`src/rtl/sclu_pkg.sv`:
```
package sclu_pkg;

    localparam int OPW = 3;

    // Operation codes; bit 2 separates counts from selects.
    typedef enum logic [OPW-1:0] {
        OP_ONES_N  = 3'd0,
        OP_ONES_W  = 3'd1,
        OP_ZEROS_N = 3'd2,
        OP_ZEROS_W = 3'd3,
        OP_SMIN    = 3'd4,
        OP_SMAX    = 3'd5,
        OP_UMIN    = 3'd6,
        OP_UMAX    = 3'd7
    } sclu_op_e;

    typedef enum logic {
        ST_IDLE = 1'b0,
        ST_EMIT = 1'b1
    } sclu_st_e;

endpackage

```
`src/rtl/sclu_popcnt.sv`:
```
module sclu_popcnt #(
    parameter int W    = 64,
    parameter int LANE = 8,
    localparam int NL  = W / LANE,
    localparam int CW  = $clog2(W + 1),
    localparam int LCW = $clog2(LANE + 1)
) (
    input  logic [W-1:0]  vec,
    output logic [CW-1:0] count
);

    logic [LCW-1:0] lane_cnt [NL];

    // One partial counter per lane.
    for (genvar g = 0; g < NL; g++) begin : g_lane
        always_comb begin
            lane_cnt[g] = '0;
            for (int b = 0; b < LANE; b++) begin
                lane_cnt[g] = lane_cnt[g] + LCW'(vec[g*LANE + b]);
            end
        end
    end

    // Sum the lane counts.
    always_comb begin
        count = '0;
        for (int l = 0; l < NL; l++) begin
            count = count + CW'(lane_cnt[l]);
        end
    end

endmodule

```
`src/rtl/sclu_minmax.sv`:
```
module sclu_minmax #(
    parameter int W = 32
) (
    input  logic [W-1:0] a,
    input  logic [W-1:0] b,
    input  logic         use_signed,
    input  logic         pick_max,
    output logic [W-1:0] res,
    output logic         cond
);

    logic a_gt_b;
    logic a_lt_b;

    always_comb begin
        if (use_signed) begin
            a_gt_b = $signed(a) > $signed(b);
            a_lt_b = $signed(a) < $signed(b);
        end else begin
            a_gt_b = a > b;
            a_lt_b = a < b;
        end
        // Strict compares: equal operands fall through to b with cond = 0.
        if (pick_max) begin
            res  = a_gt_b ? a : b;
            cond = a_gt_b;
        end else begin
            res  = a_lt_b ? a : b;
            cond = a_lt_b;
        end
    end

endmodule

```
`src/rtl/sclu_cntmm.sv`:
```
module sclu_cntmm
    import sclu_pkg::*;
#(
    parameter int WIDE   = 64,
    parameter int NARROW = 32,
    localparam int CW    = $clog2(WIDE + 1)
) (
    input  logic              clk,
    input  logic              rst_n,
    input  logic              in_valid,
    input  logic [OPW-1:0]    op,
    input  logic [WIDE-1:0]   src0,
    input  logic [NARROW-1:0] src1,
    output logic              out_valid,
    output logic [NARROW-1:0] dst,
    output logic              flag
);

    sclu_op_e          op_e;
    sclu_st_e          state, nxt_state;
    logic [WIDE-1:0]   cnt_vec;
    logic [CW-1:0]     cnt;
    logic [NARROW-1:0] mm_res;
    logic              mm_cond;
    logic [NARROW-1:0] nxt_dst;
    logic              nxt_flag;

    assign op_e = sclu_op_e'(op);

    // Operand shaping for the counter: narrow forms zero the upper half.
    always_comb begin
        unique case (op_e)
            OP_ONES_N:  cnt_vec = {{(WIDE-NARROW){1'b0}},  src0[NARROW-1:0]};
            OP_ONES_W:  cnt_vec = src0;
            OP_ZEROS_N: cnt_vec = {{(WIDE-NARROW){1'b0}}, ~src0[NARROW-1:0]};
            OP_ZEROS_W: cnt_vec = ~src0;
            default:    cnt_vec = '0;
        endcase
    end

    sclu_popcnt #(.W(WIDE), .LANE(8)) u_popcnt (
        .vec   (cnt_vec),
        .count (cnt)
    );

    sclu_minmax #(.W(NARROW)) u_minmax (
        .a          (src0[NARROW-1:0]),
        .b          (src1),
        .use_signed (~op[1]),
        .pick_max   (op[0]),
        .res        (mm_res),
        .cond       (mm_cond)
    );

    always_comb begin
        if (!op[2]) begin
            nxt_dst  = {{(NARROW-CW){1'b0}}, cnt};
            nxt_flag = (cnt != '0);
        end else begin
            nxt_dst  = mm_res;
            nxt_flag = mm_cond;
        end
    end

    // Next-state logic of the output-stage controller.
    always_comb begin
        unique case (state)
            ST_IDLE: nxt_state = in_valid ? ST_EMIT : ST_IDLE;
            ST_EMIT: nxt_state = in_valid ? ST_EMIT : ST_IDLE;
            default: nxt_state = ST_IDLE;
        endcase
    end

    // State register.
    always_ff @(posedge clk) begin
        if (!rst_n) state <= ST_IDLE;
        else        state <= nxt_state;
    end

    // Result registers: load on an accepted operation, otherwise hold.
    always_ff @(posedge clk) begin
        if (!rst_n) begin
            dst  <= '0;
            flag <= 1'b0;
        end else if (in_valid) begin
            dst  <= nxt_dst;
            flag <= nxt_flag;
        end
    end

    assign out_valid = (state == ST_EMIT);

endmodule

```
`config.mk`:
```
export PLATFORM = sky130hd
export DESIGN_NAME = sclu_cntmm
export DESIGN_NICKNAME = d
export VERILOG_FILES = /design/src/rtl/sclu_pkg.sv /design/src/rtl/sclu_popcnt.sv /design/src/rtl/sclu_minmax.sv /design/src/rtl/sclu_cntmm.sv
export SDC_FILE = /design/constraint.sdc
export NUM_CORES = 1
export LEC_CHECK = 0
export BUFFER_PORTS_ARGS = -buffer_cell sky130_fd_sc_hd__buf_2
export CAP_MARGIN = 10
export CORE_MARGIN = 2
export CORE_UTILIZATION = 55
export DETAILED_ROUTE_END_ITERATION = 10
export PLACE_DENSITY = 0.82
export REMOVE_ABC_BUFFERS = 1
export SYNTH_ARGS = -nofsm -noshare
export SYNTH_HDL_FRONTEND = slang
export SYNTH_SLANG_ARGS = --single-unit
```
`constraint.sdc`:
```
create_clock -name clk -period 10.9 [get_ports clk]
set_input_delay 0.545 -clock clk [delete_from_list [all_inputs] [get_ports clk]]
set_output_delay 0.545 -clock clk [all_outputs]
set_load 0.01 [all_outputs]
```
* Word-level counts from Yosys, hierarchy flattened
Index checks and enable logic that the tools add are counted.
** Storage, ports and cells
- Register bits after elaboration :: 34
- Output and inout port bits :: 34
** Operators by class
- $lt $le $gt $ge :: 4
- Equality and inequality tests :: 3
- $add $sub $neg :: 63
- Bitwise logic cells :: 2
- Multiplexer cells :: 10
- Reductions and logical operators :: 2
** Operators by type and width (count)
- $pmux W64 S4 :: 1
- $add A4 B1 Y4 :: 48
- $mux W32 :: 4
- $gt A32 B32 Y1 :: 2
- $lt A32 B32 Y1 :: 2
- $not A64 Y64 :: 1
- $add A7 B4 Y7 :: 6
- $not A32 Y32 :: 1
- $add A1 B1 Y2 :: 8
- $reduce_bool A7 Y1 :: 1
- $eq A3 B2 Y1 const B :: 2
- $add A4 B4 Y5 :: 1
- $mux W1 :: 5
- $eq A3 B1 Y1 const B :: 1
- $logic_not A3 Y1 :: 1

* Longest topological paths before layout
Gate-level depths: netlist of the first run.
- Depth in word-level cells :: 18
- Gate-level depth with buffers :: 31
- Mapped depth without buffers :: 29

* Modules after synthesis
Synthesis of the first run repeated with hierarchy kept, for this count alone.
** Second synthesis, totals
- Cell total of the unflattened synthesis :: 934
- Area total of the unflattened synthesis :: 7462.2 sq um
** Modules (own cells, without submodules)
- sclu_minmax :: area an instance 3098.0 sq um, cells an instance 436, seq. area each 0.0 sq um, times used 1
- sclu_cntmm :: area an instance 2424.8 sq um, cells an instance 293, seq. area each 680.7 sq um, times used 1
- sclu_popcnt :: area an instance 1939.4 sq um, cells an instance 205, seq. area each 0.0 sq um, times used 1

* Least setup slack after synthesis of the first run
No wires, ideal clock.
- Kind :: input -> register
- Start :: input port op[1]
- End :: register flag
- Setup time :: 0.124 ns
- Slack :: 2.780 ns
- Data arrival time :: 7.996 ns
- Data required time :: 10.776 ns
- Cell stages on the path :: 28
- Cells stage by stage :: buf_1 clkbuf_1 xnor2_1 nor2_1 ha_1 inv_1 fa_1 fa_1 fa_1 fa_1 inv_1 fa_1 xnor2_1 fa_1 fa_1 inv_1 fa_1 inv_1 fa_1 inv_1 ha_1 a21o_1 a21oi_1 o21bai_1 a21oi_1 xnor2_1 a211oi_1 a211oi_1
** Between the ends
- Longest elaborated chain between the ends :: 18
** Ends and longest elaborated chain
- start, declared :: line sclu_cntmm.sv:11 : input logic [OPW-1:0] op,
- $eq A3 B2 Y1 (tied with other cells) :: line sclu_cntmm.sv:32 : unique case (op_e)
- $pmux W64 S4 :: line sclu_cntmm.sv:32
- $add A1 B1 Y2 :: line sclu_popcnt.sv:19 : lane_cnt[g] = lane_cnt[g] + LCW'(vec[g*LANE + b]);
- $add A4 B1 Y4 (6 in series) :: line sclu_popcnt.sv:19
- $add A4 B4 Y5 :: line sclu_popcnt.sv:28 : count = count + CW'(lane_cnt[l]);
- $add A7 B4 Y7 (6 in series) :: line sclu_popcnt.sv:28
- $reduce_bool A7 Y1 :: line sclu_cntmm.sv:58 : nxt_flag = (cnt != '0);
- $mux W1 * :: line sclu_cntmm.sv:56 : if (!op[2]) begin
- end signal, assigned :: line sclu_cntmm.sv:87 : flag <= nxt_flag;
- end, declared :: line sclu_cntmm.sv:16 : output logic flag
Every way passes the cells marked *; elsewhere a longest branch is shown, timed or not.
A chain may end at the register's enable or synchronous reset.

* Final worst setup path of the first run
- Start :: input port op[2]
- End :: register dst[6]
** Between the ends
- Longest elaborated chain between the ends :: 17
** Ends and longest elaborated chain
- $eq A3 B2 Y1 (tied with other cells) :: line sclu_cntmm.sv:32
- $pmux W64 S4 :: line sclu_cntmm.sv:32
- $add A1 B1 Y2 :: line sclu_popcnt.sv:19
- $add A4 B1 Y4 (6 in series) :: line sclu_popcnt.sv:19
- $add A4 B4 Y5 :: line sclu_popcnt.sv:28
- $add A7 B4 Y7 (6 in series) :: line sclu_popcnt.sv:28
- $mux W32 * :: line sclu_cntmm.sv:56
- end signal, assigned :: line sclu_cntmm.sv:86 : dst <= nxt_dst;
- end, declared :: line sclu_cntmm.sv:15 : output logic [NARROW-1:0] dst,
Marks and branches as above.

==> reports/qor.yml, run 1 <==
drcViolationCount: 0
io-pin-count: 136
hold_depth: 2
utilization_pct: 66.0
syn_area_per_cell_um2: 8.40
r2r_slack_ns: 9.82
wl_per_cell_um: 15.1
fillCellCount: 776
drv_cap: 0
timing.rr.end: "dst[6]"
grt_pass1_vias: 4804
layout_min_cycle_time_ns: 8.00
hold_buffers: 0
grt_first_pass_wirelength_mm: 21.9
status: "completed"
finClkSkew_ns: 0
dp_slack_ns: 2.62
yosysUniqueCellTypes: 40
core_um2: 9330
tightestPinTransition_ns: 1.06
drive_gt1_share_pct: 20.2
ys_ff_latch: 34
cts_buffers: 5
synth_flop_cell: "dfxtp_1"
numClockSinks: 34
drt_iter0_drc: 166
clock_path_buffers: 2
final-hold-violation-count: 0
cp-start-kind: "input pin"
p_per_area_nw_per_um2: 238
worstPathArrival_ns: 8.22
wirelength_mm: 13.3
p_leak_uw: 0.00315
cts_setup_buffers: 0
finalSetupTns_ns: 0
fp.dieW_um: 103
reg2regPathDepth: 4
rows: 35
ys_seq_area_share_pct: 12.7
start_util_pct: 57.3
root_buffer: "clkbuf_8"
overflow: 0
first_pass_iters: 4
clk_pin_slew_ns: 0.08
portBuffers: 135
vias_per_cell: 5.38
fmax_mhz: 125
setup_viol: 0
slew-limit-headroom_pct: 28.9
yosysWarnings: 0
vias: 4747
drv_slew: 0
cp.required_ns: 11.12
die_h_um: 103
cp_max_fo: 30
gp_congestion: 0.870
cp-end-kind: "flip-flop"
htree_levels: 2
async_flop_share_pct: 0
cts_tree: "built"
synthesis.area_um2: 5340
reg2reg_from: "dst[6]"
syn_inst: 636
synth_edf_count: 0
nNetsFinal: 977
antenna_left: 0
hp-class: "flip-flop to flip-flop"
antenna_found_initial: 0
clock_latency_ns: 0.27
hpwlAfterDp_mm: 11.1
finalCritPeriodShare_pct: 73.4
min-delay-start: "dst[27]"
grt_max_degree: 54
num_antenna_cells: 0
track_usage_pct: 26.3
cts_resized: 0
ir_worst_vdd_mv: 0.372
setup_slack_ns: 2.90
min_to: "dst[27]"
area_growth_pct: 15.3
grt_setup_unrepaired: "no"
path_class: "input pin to flip-flop"
die_area_um2: 10500
-- area by class of cell --
cell class                      instances  area [µm²]  share of cell area, %
Tap cell                              129         161                   2.62
Clock inverter                          1        7.51                  0.122
Sequential cell                        34         681                   11.0
Multi-Input combinational cell        466        4120                   66.9
Timing Repair Buffer                  139         716                   11.6
Inverter                              107         402                   6.52
Clock buffer                            6        72.6                   1.18
-- cells in the final DEF (no fill, tap or decap), types with 2 or more instances in the layout --
| cell type | n |
|---|---|
| o2bb2ai_1 | 6 |
| buf_2 | 134 |
| xnor2_1 | 27 |
| o221ai_1 | 6 |
| xor2_1 | 51 |
| a21oi_1 | 19 |
| ha_1 | 71 |
| nand3_1 | 2 |
| nor3_1 | 4 |
| o21ai_0 | 5 |
| nor2b_1 | 10 |
| clkbuf_8 | 5 |
| a21o_1 | 8 |
| buf_4 | 4 |
| nand2_1 | 93 |
| fa_1 | 51 |
| nor2_1 | 23 |
| dfxtp_1 | 34 |
| or4_1 | 2 |
| a211oi_1 | 3 |
| o211ai_1 | 53 |
| o21a_1 | 9 |
| nand4_1 | 8 |
| inv_1 | 107 |
-- logic make-up after synthesis --
group           share of synthesized area, %
compound gates                          16.8
xor+xnor                                12.8
fa+ha+maj                               35.7
buf+inv                                 10.2
flops                                   12.7
simple gates                            11.7
-- Yosys cell counts, types with 3 or more instances --
library cell	count	area, µm²
a21o_1	8	60.1
o21ai_0	5	25.0
xnor2_1	27	236
o221ai_1	6	52.6
dfxtp_1	34	681
nor2b_1	11	68.8
nor3_1	4	20.0
a21oi_1	19	95.1
clkbuf_1	17	63.8
nand4_1	8	50.1
ha_1	71	888
nor2_1	23	86.3
a211oi_1	3	22.5
buf_6	3	33.8
buf_2	3	15.0
o21a_1	9	67.6
inv_1	107	402
o211ai_1	53	398
buf_1	4	15.0
o2bb2ai_1	6	52.6
fa_1	51	1020
xor2_1	51	447
nand2_1	93	349
-- worst max-delay path: stages --
cell,delay (ns)
buf_2,0.20
inv_1,0.67
nand2_1,0.49
nor2_1,0.23
ha_1,0.25
inv_1,0.08
fa_1,0.42
fa_1,0.54
fa_1,0.47
fa_1,0.39
xor2_1,0.19
fa_1,0.47
fa_1,0.55
inv_1,0.06
fa_1,0.53
inv_1,0.06
fa_1,0.59
inv_1,0.07
ha_1,0.29
a21o_1,0.15
a21oi_1,0.23
o21bai_1,0.09
a21oi_1,0.18
xnor2_1,0.16
a21oi_1,0.10
o211ai_1,0.21
-- worst max path at each step --
stage	from	end	slack [ns]	cells past startpoint
2_1_floorplan	op[2]	flag	3.52	24
3_3_place_gp	op[2]	flag	2.82	26
3_5_place_dp	op[2]	dst[6]	2.62	26
4_1_cts	op[2]	dst[6]	2.89	26
5_1_grt	op[2]	dst[6]	2.37	26
6_report	op[2]	dst[6]	2.90	26
-- registers in the layout, summed over array words and instances (netlist names) --
register   cells
dst           32
flag           1
out_valid      1
-- power breakdown --
part	internal, µW	switching, µW
clock	43.9	49.0
combinational	532	692
sequential	140	9.25
-- routing by layer --
metal / track usage, % / vias up / share of wire [%]
met1: 33.3 / 2217 / 43
met5: 0 / - / 0
met3: 3.86 / 29 / 5.6
met2: 46.4 / 179 / 49
li1: - / 2322 / -
met4: 8.10 / 0 / 2.5
-- through the flow --
step	hold WS [ns]	cells	cell area (µm²)	power, µW
floorplan	0.504	607	5200	1050
global placement	0.459	874	6070	1350
detailed placement	0.466	874	6070	1370
CTS	0.484	881	6150	1470
global route	0.516	882	6160	1640
finish	0.479	882	6160	1470
(Power assumes the default switching activity.)
==> run 2: changes to the inputs <==
==> constraint.sdc (replaced) <==
create_clock -name clk -period 7.4 [get_ports clk]
set_input_delay 0.37 -clock clk [delete_from_list [all_inputs] [get_ports clk]]
set_output_delay 0.37 -clock clk [all_outputs]
set_load 0.01 [all_outputs]
==> reports/qor.yml, run 2 (same netlist as run 1, synthesis figures left out) <==
status: "completed"
wl_per_cell_um: 15.1
fin_cells: 898
p_per_area_nw_per_um2: 388
start_util_pct: 57.3
track_usage_pct: 26.2
die_area_um2: 10500
cp_max_fo: 7
antenna_left: 0
path_common_cell: "fa_1"
sw_frac_of_total_pct: 47.5
io-pin-count: 136
numClockSinks: 34
critPathBufInv: 6
ir_worst_vdd_mv: 0.502
grt_pass1_vias: 4862
grt_max_degree: 32
p_comb_share_pct: 84.1
hp-class: "input pin to flip-flop"
finalCritPeriodShare_pct: 96.3
grt_first_pass_wirelength_mm: 22.0
finClkSkew_ns: 0
gp_congestion: 0.902
r2r_slack_ns: 6.34
cpPeakStageDelay_ns: 0.55
num_antenna_cells: 0
slew-limit-headroom_pct: 30.6
hpwlAfterDp_mm: 11.2
nNetsFinal: 992
reg2regPathDepth: 4
cp-startpoint: "op[1]"
root_buffer: "clkbuf_8"
tightestPinTransition_ns: 1.04
area_growth_pct: 19.2
drcViolationCount: 0
overflow: 0
cts_buffers: 5
drv_cap: 0
p_leak_uw: 0.00325
p_switching_uw: 1170
seq_power_share_pct: 8.9
path_class: "input pin to flip-flop"
portBuffers: 135
core_um2: 9330
ff_latch_area_um2: 681
die_h_um: 103
layout_common_cells: "buf_2 (134), inv_1 (107), nand2_1 (93)"
total_power_uw: 2470
cts_tree: "built"
endpoint: "flag"
clk_pin_slew_ns: 0.07
htree_levels: 2
antenna_found_initial: 0
reg2reg_from: "dst[6]"
finalSetupTns_ns: 0
cp_top_family: "adder cells"
clock_path_buffers: 2
fmax_mhz: 140
final_common_cell: "buf_2"
cp-end-kind: "flip-flop"
vias_per_cell: 5.38
layout_min_cycle_time_ns: 7.13
worstPathArrival_ns: 7.33
setup_slack_ns: 0.275
worst_path_max_delay_cell: "fa_1"
vias: 4827
clock_latency_ns: 0.28
timing.rr.end: "dst[6]"
drive_gt1_share_pct: 22.9
intPower_uw: 1300
utilization_pct: 68.3
fillCellCount: 772
largest_reg_flops: 32
post-place-cells: 888
rows: 35
fp.dieW_um: 103
top_register: "dst"
crit_cells: 27
clockPowerShare_pct: 7.0
first_pass_iters: 6
drv_slew: 0
cp.required_ns: 7.61
drt_iter0_drc: 142
wirelength_mm: 13.6
final-hold-violation-count: 0
setup_viol: 0
multi_input_area_um2: 4170
dp_slack_ns: -0.220
cp-start-kind: "input pin"
-- run 2: cell types whose count changed in the layout (fill, tap and decap cells not counted), moves of 2 or more --
cell,change
buf_4,+14
xnor2_2,+3
a21oi_1,-2
a21oi_2,+2
fa_1,-2
xnor2_1,-3
fa_2,+2
-- run 2: worst reg2reg max path, cell delays in order (launching register included) --
cell and delay [ns]:
dfxtp_1 0.31, o21ai_0 0.36, nor3_1 0.09, nand3_1 0.10, o211ai_1 0.08
-- run 2: repair_timing --
action                                 in CTS  in global routing
setup buffers                               0                  1
endpoints found under the hold margin       0                  0
gates resized for setup                     0                 10
setup endpoints to repair                   0                  5
hold buffers                                0                  0
-- run 2: power groups by stage --
stage	Combinational (µW)	Clock, µW	Sequential (µW)
global placement	1850	0	224
detailed placement	1920	0	224
global route	2350	180	222
floorplan	1310	0	230
CTS	1940	173	220
finish	2080	173	220
-- run 2: worst min path at each step --
| stage | from | end | slack [ns] | depth (start not counted) |
|---|---|---|---|---|
| global placement | dst[24] | dst[24] | 0.46 | 2 |
| CTS | in_valid | flag | 0.36 | 2 |
| finish | in_valid | flag | 0.36 | 2 |
| global route | src1[7] | dst[7] | 0.39 | 3 |
| floorplan | in_valid | flag | 0.46 | 1 |
| detailed placement | dst[21] | dst[21] | 0.47 | 2 |
-- run 2: final cells by class --
| type | instances | share of cell area, % |
|---|---|---|
| flip-flops and latches | 34 | 10.7 |
| well taps | 129 | 2.53 |
| clock buffers | 7 | 1.20 |
| repair buffers | 154 | 13.3 |
| multi-input cells | 466 | 65.5 |
| inverters | 107 | 6.31 |
| clock inverters | 1 | 0.472 |
-- run 2: metrics by stage --
stage | hold WS (ns) | area (µm²)
3_3_place_gp | 0.459 | 6170
4_1_cts | 0.359 | 6280
2_1_floorplan | 0.465 | 5200
5_1_grt | 0.394 | 6370
6_report | 0.363 | 6370
3_5_place_dp | 0.470 | 6170
-- run 2: metal layers --
layer,part of all wire (%),vias to the layer above,GRT usage (%)
met2,51,166,48.9
met5,0,-,0
met4,2.2,0,6.15
met3,5.6,23,3.19
met1,41,2284,32.3
li1,-,2354,-
==> run 3: changes to the inputs <==
--- a/config.mk
+++ b/config.mk
@@ -8,10 +8,11 @@
 export BUFFER_PORTS_ARGS = -buffer_cell sky130_fd_sc_hd__buf_2
 export CAP_MARGIN = 10
 export CORE_MARGIN = 2
-export CORE_UTILIZATION = 55
+export CORE_UTILIZATION = 59
 export DETAILED_ROUTE_END_ITERATION = 10
-export PLACE_DENSITY = 0.82
+export PLACE_DENSITY = 0.84
 export REMOVE_ABC_BUFFERS = 1
 export SYNTH_ARGS = -nofsm -noshare
 export SYNTH_HDL_FRONTEND = slang
+export SYNTH_HIERARCHICAL = 1
 export SYNTH_SLANG_ARGS = --single-unit
==> reports/qor.yml, run 3 <==
p_per_area_nw_per_um2: 478
grt_max_degree: 67
cp-start-kind: "input pin"
slew-limit-headroom_pct: 44.3
nNetsFinal: 1236
drive_gt1_share_pct: 26.1
largest_reg_flops: 32
yosysWarnings: 6
ir_worst_vdd_mv: 0.935
total_power_uw: 4100
placed_cell_area_um2: 8200
die_h_um: 116
clock_latency_ns: 0.29
ys_seq_area_share_pct: 9.12
status: "completed"
synth.area.top_cells: "fa_1 (14%), ha_1 (9.4%), dfxtp_1 (9.1%)"
io-pin-count: 136
path_class: "input pin to flip-flop"
dp_slack_ns: -0.311
clk_pin_slew_ns: 0.06
htree_levels: 2
fp.dieW_um: 116
layout_min_cycle_time_ns: 7.28
drv_cap: 0
clock_path_buffers: 2
synth.most_common_cell: "inv_1"
portBuffers: 135
antenna_left: 0
cts_buffers: 5
grt_pass1_vias: 6777
syn_inst: 934
cp_max_fo: 3
synthTopCellsByCount: "inv_1 (132), nor2_1 (70), xnor2_1 (67)"
drv_slew: 0
antenna_found_initial: 1
yosysTopAreaCell: "fa_1"
cp-end-kind: "flip-flop"
synth_top_family_by_area: "adder cells"
first_pass_iters: 6
root_buffer: "clkbuf_16"
gp_congestion: 0.887
async_flop_share_pct: 0
min-delay-start: "dst[0]"
hold_depth: 1
synthSimpleGateAreaFrac_pct: 18.1
grt_setup_unrepaired: "yes"
wl_per_cell_um: 17.3
syn_area_per_cell_um2: 7.99
cpPeakStageDelay_ns: 0.57
finClkSkew_ns: 0
hold_buffers: 0
numClockSinks: 34
timing.rr.end: "flag"
grt_first_pass_wirelength_mm: 32.4
hpwlAfterDp_mm: 14.1
cp.required_ns: 7.58
overflow: 0
yosysTopAreaCellShare_pct: 14.2
final_common_cell: "buf_2"
r2r_slack_ns: 6.63
layout_common_cells: "buf_2 (132), inv_1 (128), nor2_1 (65)"
core_um2: 12500
setup_viol: 0
fmax_mhz: 137
worstPathArrival_ns: 7.46
path_common_cell: "inv_1"
synth-compound-area-share_pct: 22.9
track_usage_pct: 29.3
synth_mux_area_share_pct: 5.77
start_util_pct: 59.9
ys_ff_latch: 34
synthesis.area_um2: 7460
yosysUniqueCellTypes: 51
cts_tree: "built"
worst_path_max_delay_cell: "fa_2"
p_leak_uw: 0.00383
vias: 7276
synth_xor_xnor_area_share_pct: 7.98
cp-startpoint: "src0[3]"
vias_per_cell: 6.07
area_growth_pct: 14.9
synth_flop_cell: "dfxtp_1"
tightestPinTransition_ns: 0.835
drcViolationCount: 0
yosys.area_share.adder_pct: 23.6
final-hold-violation-count: 0
wirelength_mm: 20.7
rows: 41
drt_iter0_drc: 839
min_to: "dst[0]"
hp-class: "flip-flop to flip-flop"
reg2reg_from: "flag"
reg2regPathDepth: 2
setup_slack_ns: 0.118
fin_area_um2: 8570
synth_edf_count: 0
finalCritPeriodShare_pct: 98.4
die_area_um2: 13600
top_register: "dst"
## run 3: kinds of logic after synthesis
| family | Yosys count |
|---|---|
| buffers and inverters | 213 |
| flip-flops | 34 |
| multiplexers | 39 |
| XOR/XNOR | 68 |
| AND/OR/NAND/NOR | 268 |
| AO/OA/AOI/OAI | 203 |
| adder cells (fa/ha/maj) | 109 |
## run 3: final cells by class
class | instances | area [µm²]
inverters | 132 | 495
fillers | 994 | 3890
multi-input cells | 687 | 6060
clock buffers | 7 | 143
diodes | 1 | 2.50
flip-flops and latches | 34 | 681
well taps | 172 | 215
repair buffers | 165 | 975
clock inverters | 1 | 5.00
## run 3: routing by layer
layer  track usage [%]  wire length [µm]  vias to the layer above
met4              8.33               463                        0
met3              4.05              1820                       48
met2              48.7              9920                      405
met1              39.9              8480                     3378
li1                  -                 -                     3445
met5                 0                 0                        -
## run 3: through the flow
stage / instances / hold WS [ns] / util, % / setup TNS (ns)
2_1_floorplan: 853 / 0.496 / - / 0
3_3_place_gp: 1187 / 0.463 / 65.8 / -0.243
3_5_place_dp: 1187 / 0.465 / 65.8 / -0.694
4_1_cts: 1195 / 0.486 / 67.0 / 0
5_1_grt: 1199 / 0.507 / 68.8 / -0.227
6_report: 1199 / 0.487 / 68.8 / 0
## run 3: how the worst max path moves through the flow
stage	end	slack, ns	cells past startpoint
2_1_floorplan	flag	0.18	29
3_3_place_gp	flag	-0.19	30
3_5_place_dp	flag	-0.31	30
4_1_cts	flag	0.05	29
5_1_grt	flag	-0.12	30
6_report	dst[6]	0.12	31
## run 3: critical path, delay by kind of cell
| family | cells | cell delay (ns) |
|---|---|---|
| fa+ha+maj | 12 | 4.92 |
| buf+inv | 11 | 0.86 |
| compound gates | 3 | 0.77 |
| xor+xnor | 1 | 0.20 |
| simple gates | 3 | 0.20 |
| mux | 1 | 0.12 |
## run 3: power breakdown
part | internal (µW) | switching, µW | leakage (µW)
Combinational | 1830 | 1830 | 0.00347
Clock | 134 | 88.1 | 0.0000739
Sequential | 208 | 10.4 | 0.000278
## run 3: what timing repair did
action	in CTS	in global routing
pin swaps	1	29
buffers inserted	0	2
cloned	0	1
endpoints found under the setup margin	1	5
gates resized for setup	0	38
